## config.mk

```make
export PLATFORM = sky130hd
export DESIGN_NAME = col_shift_driver
export DESIGN_NICKNAME = d
export VERILOG_FILES = /design/src/rtl/col_shift_driver_pkg.sv /design/src/rtl/cd_shift_chain.sv /design/src/rtl/cd_hold_bank.sv /design/src/rtl/cd_blank_gate.sv /design/src/rtl/col_shift_driver.sv
export SDC_FILE = /design/constraint.sdc
export NUM_CORES = 1
export LEC_CHECK = 0
export BUFFER_PORTS_ARGS = -buffer_cell sky130_fd_sc_hd__buf_2
export CORE_UTILIZATION = 35
export DETAILED_ROUTE_END_ITERATION = 6
export GPL_TIMING_DRIVEN = 1
export PLACE_DENSITY = 0.52
export SYNTH_ARGS = -nofsm -noshare
export SYNTH_HDL_FRONTEND = slang
export SYNTH_SLANG_ARGS = --single-unit
```

## constraint.sdc

```tcl
create_clock -name clk -period 0.9 [get_ports clk]
set_input_delay 0.045 -clock clk [delete_from_list [all_inputs] [get_ports clk]]
set_output_delay 0.045 -clock clk [all_outputs]
set_load 0.01 [all_outputs]
```

## src/rtl/col_shift_driver_pkg.sv

```systemverilog
package col_shift_driver_pkg;

  // Gating controls seen by the output stage
  typedef struct packed {
    logic open;   // hold bank transparent
    logic blank;  // force all pins low
  } view_ctrl_t;

endpackage

```

## src/rtl/cd_shift_chain.sv

```systemverilog
module cd_shift_chain #(
  parameter int N = 32
) (
  input  logic         clk,
  input  logic         rst_n,
  input  logic         step,
  input  logic         din,
  output logic [N-1:0] stages,
  output logic [N-1:0] stages_nxt
);

  // Next contents: stage 0 takes din, stage k takes stage k-1
  always_comb begin
    stages_nxt = stages;
    if (step) begin
      stages_nxt = {stages[N-2:0], din};
    end
  end

  always_ff @(posedge clk or negedge rst_n) begin
    if (!rst_n) stages <= '0;
    else        stages <= stages_nxt;
  end

endmodule

```

## src/rtl/cd_hold_bank.sv

```systemverilog
module cd_hold_bank #(
  parameter int N = 32
) (
  input  logic         clk,
  input  logic         rst_n,
  input  logic         open,
  input  logic [N-1:0] tap,
  input  logic [N-1:0] fill,
  output logic [N-1:0] view
);

  logic [N-1:0] held;

  // One hold cell per column. Capture the post-edge chain value so the
  // held state equals the chain at the last edge where open was high.
  for (genvar i = 0; i < N; i++) begin : g_cell
    always_ff @(posedge clk or negedge rst_n) begin
      if (!rst_n)    held[i] <= 1'b0;
      else if (open) held[i] <= fill[i];
    end
    assign view[i] = open ? tap[i] : held[i];
  end

endmodule

```

## src/rtl/cd_blank_gate.sv

```systemverilog
module cd_blank_gate #(
  parameter int N = 32
) (
  input  col_shift_driver_pkg::view_ctrl_t ctrl,
  input  logic [N-1:0]                     view,
  output logic [N-1:0]                     pins
);

  for (genvar i = 0; i < N; i++) begin : g_and
    assign pins[i] = view[i] & ~ctrl.blank;
  end

endmodule

```

## src/rtl/col_shift_driver.sv

```systemverilog
module col_shift_driver #(
  parameter int N = 32
) (
  input  logic         clk,
  input  logic         rst_n,
  input  logic         in_valid,
  output logic         in_ready,
  input  logic         in_bit,
  input  logic         latch_open,
  input  logic         blank,
  output logic         casc_valid,
  input  logic         casc_ready,
  output logic         casc_bit,
  output logic [N-1:0] col_out
);

  import col_shift_driver_pkg::*;

  logic [N-1:0] stages;
  logic [N-1:0] stages_nxt;
  logic [N-1:0] view;
  logic         step;
  view_ctrl_t   ctrl;

  // Back-pressure passes straight through so a chain stalls as one unit
  assign in_ready   = casc_ready;
  assign casc_valid = in_valid;
  assign step       = in_valid & casc_ready;

  assign ctrl.open  = latch_open;
  assign ctrl.blank = blank;

  cd_shift_chain #(.N(N)) u_chain (
    .clk        (clk),
    .rst_n      (rst_n),
    .step       (step),
    .din        (in_bit),
    .stages     (stages),
    .stages_nxt (stages_nxt)
  );

  cd_hold_bank #(.N(N)) u_hold (
    .clk   (clk),
    .rst_n (rst_n),
    .open  (ctrl.open),
    .tap   (stages),
    .fill  (stages_nxt),
    .view  (view)
  );

  cd_blank_gate #(.N(N)) u_gate (
    .ctrl (ctrl),
    .view (view),
    .pins (col_out)
  );

  assign casc_bit = stages[N-1];

endmodule

```

**Word-level counts from Yosys, hierarchy flattened**

Index checks and enable logic that the tools add are counted.

- $add $sub $neg: 0
- Multipliers: 0
- Div/mod/pow operators: 0
- $lt $le $gt $ge: 0
- Equal/unequal tests: 0
- Shifts and indexed selects: 0
- Multiplexer cells: 33
- Bitwise operators: 34
- Reductions and logical operators: 0

Operators with widths:

| cell | number |
|---|---|
| 1-bit AND | 33 |
| 1-bit 2-to-1 mux | 32 |
| 32-bit 2-to-1 mux | 1 |
| 1-bit NOT | 1 |

- Register bits after elaboration: 64
- Latch bits: 0
- Memory bits (writable): 0
- Bits in read-only memories: 0
- Bits of input ports: 7
- Output and inout port bits: 35
- Logic and storage cells: 100
- Memories kept: 0

**Longest topological paths before layout**

- Depth in word-level cells: 2
- Depth in mapped cells: 6
- Gate-level depth less buffers: 2

**Hierarchy**

From an unflattened synthesis, not the netlist that was laid out.

- Cell total of the unflattened synthesis: 209
- Area total of the unflattened synthesis: 3467.1 sq um

By module, submodules not included:

| module | times used | cells each | area an instance (sq um) | seq. area each (sq um) |
|---|---|---|---|---|
| cd_hold_bank | 1 | 103 | 1878.1 | 800.8 |
| cd_shift_chain | 1 | 68 | 1345.0 | 800.8 |
| cd_blank_gate | 1 | 35 | 222.7 | 0.0 |
| col_shift_driver | 1 | 3 | 21.3 | 0.0 |

**Worst setup path after synthesis**

No wires, ideal clock.

- Path type: input-to-reg
- From: input port casc_ready
- To: register u_chain.stages[10]
- Setup time: 0.125 ns
- Arrival time: 0.863 ns
- Data required time: 0.775 ns
- Setup slack: -0.088 ns
- Stages on the path: 5
- Buffers on the path: 3
- Cell sequence: buf_2 > and2_4 > buf_6 > buf_6 > mux2_4

- Word-level cells in the longest chain between the ends: 2

Ends and longest elaborated chain:

| what | RTL line | text |
|---|---|---|
| start, declared | col_shift_driver.sv:12 | `input logic casc_ready,` |
| 1-bit AND | col_shift_driver.sv:28 | `assign step = in_valid & casc_ready;` |
| 32-bit 2-to-1 mux | cd_shift_chain.sv:15 | `if (step) begin` |
| via stages_nxt[10] | col_shift_driver.sv:20 | `logic [N-1:0] stages_nxt;` |
| end signal, assigned | cd_shift_chain.sv:22 | `else stages <= stages_nxt;` |
| end, declared | cd_shift_chain.sv:8 | `output logic [N-1:0] stages,` |

The timed path passes the listed nets, and every way through them passes these cells.
A chain may end at the register's enable or synchronous reset.

**Worst setup path after layout**

- From: register u_chain.stages[25]
- To: output port col_out[25]

- Word-level cells in the longest chain between the ends: 2

Ends and longest elaborated chain:

| what | RTL line | text |
|---|---|---|
| 1-bit 2-to-1 mux | cd_hold_bank.sv:21 | `assign view[i] = open ? tap[i] : held[i];` |
| 1-bit AND | cd_blank_gate.sv:10 | `assign pins[i] = view[i] & ~ctrl.blank;` |
| end, declared | col_shift_driver.sv:14 | `output logic [N-1:0] col_out` |

No other way between the ends.

==> run_results.csv <==
group,metric,value,unit
outcome,outcome,"finished with violations",
outcome,violations,"DRC, setup timing",
sta,period_needed,1.15,ns
sta,clock_skew,0.00790,ns
final_layout,layout-drive-gt1-share,0.576,
clock_network,clock_path_buffers,2,
pwr,powerDensity,2030,nW/um^2
route,antenna_left,0,
synthesis,synthArstFlopShare,1.00,
setup_path,r2r-start,"u_chain.stages[25]",
final_layout,area.growth.synth_to_final,42.2,%
final_layout,fin_util,0.521,
route,vias_per_cell,5.20,
grt,antenna_found_initial,0,
setup_path,r2r_slack,-0.13,ns
setup_path,reg2reg_depth,3,
setup_path,cp.required,0.85,ns
floorplanning,row_count,34,
hold_path,worstHoldPathType,"in -> reg",
setup_path,critical_path.endpoint_type,"primary output",
pwr,leakagePower,2.15,nW
final_layout,layout.nets,401,
route,avgRoutedWirePerCell,15.7,um
sta,worst_pin_slew,0.358,ns
clock_network,cts_tree,"yes",
hold_path,hold_path_startpoint,"in_valid",
grt,grt_use_met2,0.274,
grt,met3_usage,0.0480,
setup_path,startpoint_type,"register",
synthesis,synth_compound_area_frac,0.140,
sta,setup_viol,55,
pwr,vdd_drop_max,1.25,mV
clock_network,h-tree-depth,3,
synthesis,synthFlopType,"dfrtp_1",
setup_path,cp_cell_sequence,"nand2_2 -> a21oi_2 -> buf_2",
floorplanning,die_w,98.0,um
synthesis,yosysTopAreaCellShare,0.496,
setup_path,slowest_stage,"dfrtp_1",
place,port_buffers,41,
synthesis,synth_area,3230,um^2
grt,grt_use_met1,0.232,
synthesis,yosysSeqAreaShare,0.496,
grt,grt_overflow,0,
synthesis,syn_avg_cell_area,11.2,um^2
synthesis,synth-edff-count,0,
synthesis,synth_top_family_by_area,"simple AND/OR/NAND/NOR gates",
clock_network,clk_latency,0.34,ns
synthesis,synth_cell_types,14,
grt,grt_pass1_vias,2618,
grt,grt_pass1_wl,13100,um
sta,whs,0.207,ns
setup_path,cp_slowest_stage_delay,0.37,ns
route,wirelength,7950,um
place,hpwl,4450,um
hold_path,holdPathStages,4,
synthesis,yosys.area_share.simple,0.165,
synthesis,yosysMostFrequentCell,"dfrtp_1",
clock_network,cts-root-buf,"clkbuf_8",
synthesis,netlist_instances,289,
synthesis,synth_top_area_cell,"dfrtp_1",
run,cap_violations,0,
floorplanning,start_util,0.367,
clock_network,cts_num_sinks,64,
sta,final_hold_viol_count,0,
floorplanning,core_area,8810,um^2
synthesis,synthTopCellsByCount,"dfrtp_1 (64), nand2_1 (33), a21oi_1 (32), nand2b_1 (32), nand4_1 (32)",
floorplanning,io_pins,42,
synthesis,yosys.area_share.adder,0,
sta,rsz0062_at_grt,"yes",
setup_path,rr_endpoint,"u_chain.stages[25]",
route,dr.pass1.iters,6,
floorplanning,die_h,98.0,um
grt,top_usage_layer,"met2",
route,drtIter0Drc,55,
synthesis,synth_fp_nets,296,
synthesis,synth_area_leaders,"dfrtp_1 (50%), mux2_4 (13%), nand2b_1 (6.2%)",
clock_network,clk_pin_slew,0.07,ns
sta,fmax,0.870,GHz
setup_path,worstPathArrival,1.10,ns
route,drc,2,
final_layout,fillers,794,
clock_network,numCtsBuffers,9,
sta,maxSlewHeadroom,0.762,
synthesis,synth-seq-cells,64,
place,gp_congestion,0.700,
floorplanning,die_area,9610,um^2
sta,min_period_over_period,1.28,
setup_path,critical_path.max_fanout,2,
grt,grt_max_degree,65,
hold_path,min_to,"u_hold.held[0]",
pwr,totalPowerFinal,0.00931,W
final_layout,antenna_cells,0,
synthesis,synth_xor_xnor_area_share,0,
synthesis,yosys_warnings,0,
sta,final-max-slew-violation-count,0,
grt,track_usage,0.173,
route,vias,2634,
setup_path,timing_worst_setup_path_type,"reg -> out",
sta,layout_setup_ws,-0.250,ns
synthesis,synthMuxAreaShare,0.143,
[power breakdown]
part           switching [W]  internal, W  total (W)
registers           0.000358      0.00347    0.00382
clock network        0.00117      0.00162    0.00279
logic                0.00113      0.00157    0.00270
total                0.00265      0.00666    0.00931
[worst max-delay path by stage]
| stage | startpoint | end | cells after the start |
|---|---|---|---|
| floorplan | casc_ready | u_chain.stages[10] | 5 |
| global route | u_chain.stages[1] | col_out[1] | 3 |
| detailed placement | casc_ready | u_chain.stages[28] | 4 |
| CTS | u_chain.stages[1] | col_out[1] | 3 |
| global placement | in_valid | u_chain.stages[27] | 4 |
| finish | u_chain.stages[25] | col_out[25] | 3 |
[metrics by stage]
stage / TNS (ns) / cells / setup WS, ns / area (um^2)
finish: -7.27 / 507 / -0.250 / 4590
detailed placement: -2.67 / 438 / -0.0853 / 3710
global route: -10.41 / 507 / -0.336 / 4590
global placement: -2.18 / 438 / -0.0716 / 3710
CTS: -7.22 / 496 / -0.253 / 4320
floorplan: -1.94 / 289 / -0.0661 / 3250
[cell usage in the layout (no fill, tap or decap), types with 22 or more instances in the layout]
| master | Yosys | final |
|---|---|---|
| mux2_4 | 27 | 29 |
| buf_4 | 2 | 49 |
| nand4_1 | 32 | 32 |
| a21oi_2 | 0 | 24 |
| nand2_2 | 0 | 24 |
| buf_2 | 10 | 40 |
| dfrtp_1 | 64 | 64 |
| buf_6 | 6 | 27 |
| nand2b_1 | 32 | 32 |
| o211ai_1 | 22 | 22 |
[worst max-delay path: cells and delay by family, from the launching register on]
family	cells	cell delay (ns)
AO/OA/AOI/OAI	1	0.18
AND/OR/NAND/NOR	1	0.07
buffers and inverters	1	0.15
flip-flops	1	0.37
[cells by family (layout without fill, tap and decap cells)]
kind of cell,count (synthesis),count (layout)
compound gates,64,64
buf+inv,31,141
mux,32,32
simple gates,98,98
flops,64,64
[final cells by class]
cell class	instances	area, um^2	share of cell area
multi-input cells	194	1600	0.349
clock buffers	10	138	0.0300
well taps	108	135	0.0294
repair buffers	125	1030	0.225
flip-flops and latches	64	1600	0.349
clock inverters	6	82.6	0.0180
[flip-flops by register name (all words and copies together), names as in the netlist]
| name | count |
|---|---|
| u_chain.stages | 32 |
| u_hold.held | 32 |
[layer usage]
metal / vias to the layer above / part of all wire
li1: 1259 / -
met4: 0 / 0.0082
met1: 1326 / 0.47
met5: - / 0
met2: 43 / 0.48
met3: 6 / 0.036
[what timing repair did]
item	CTS	global route
hold buffers	2	0
hold endpoints to repair	66	0
setup buffers	40	22
setup endpoints to repair	33	65
pin swaps	10	19
resized for setup	20	57
gates cloned	0	0
Power figures use the tool's default switching activity.
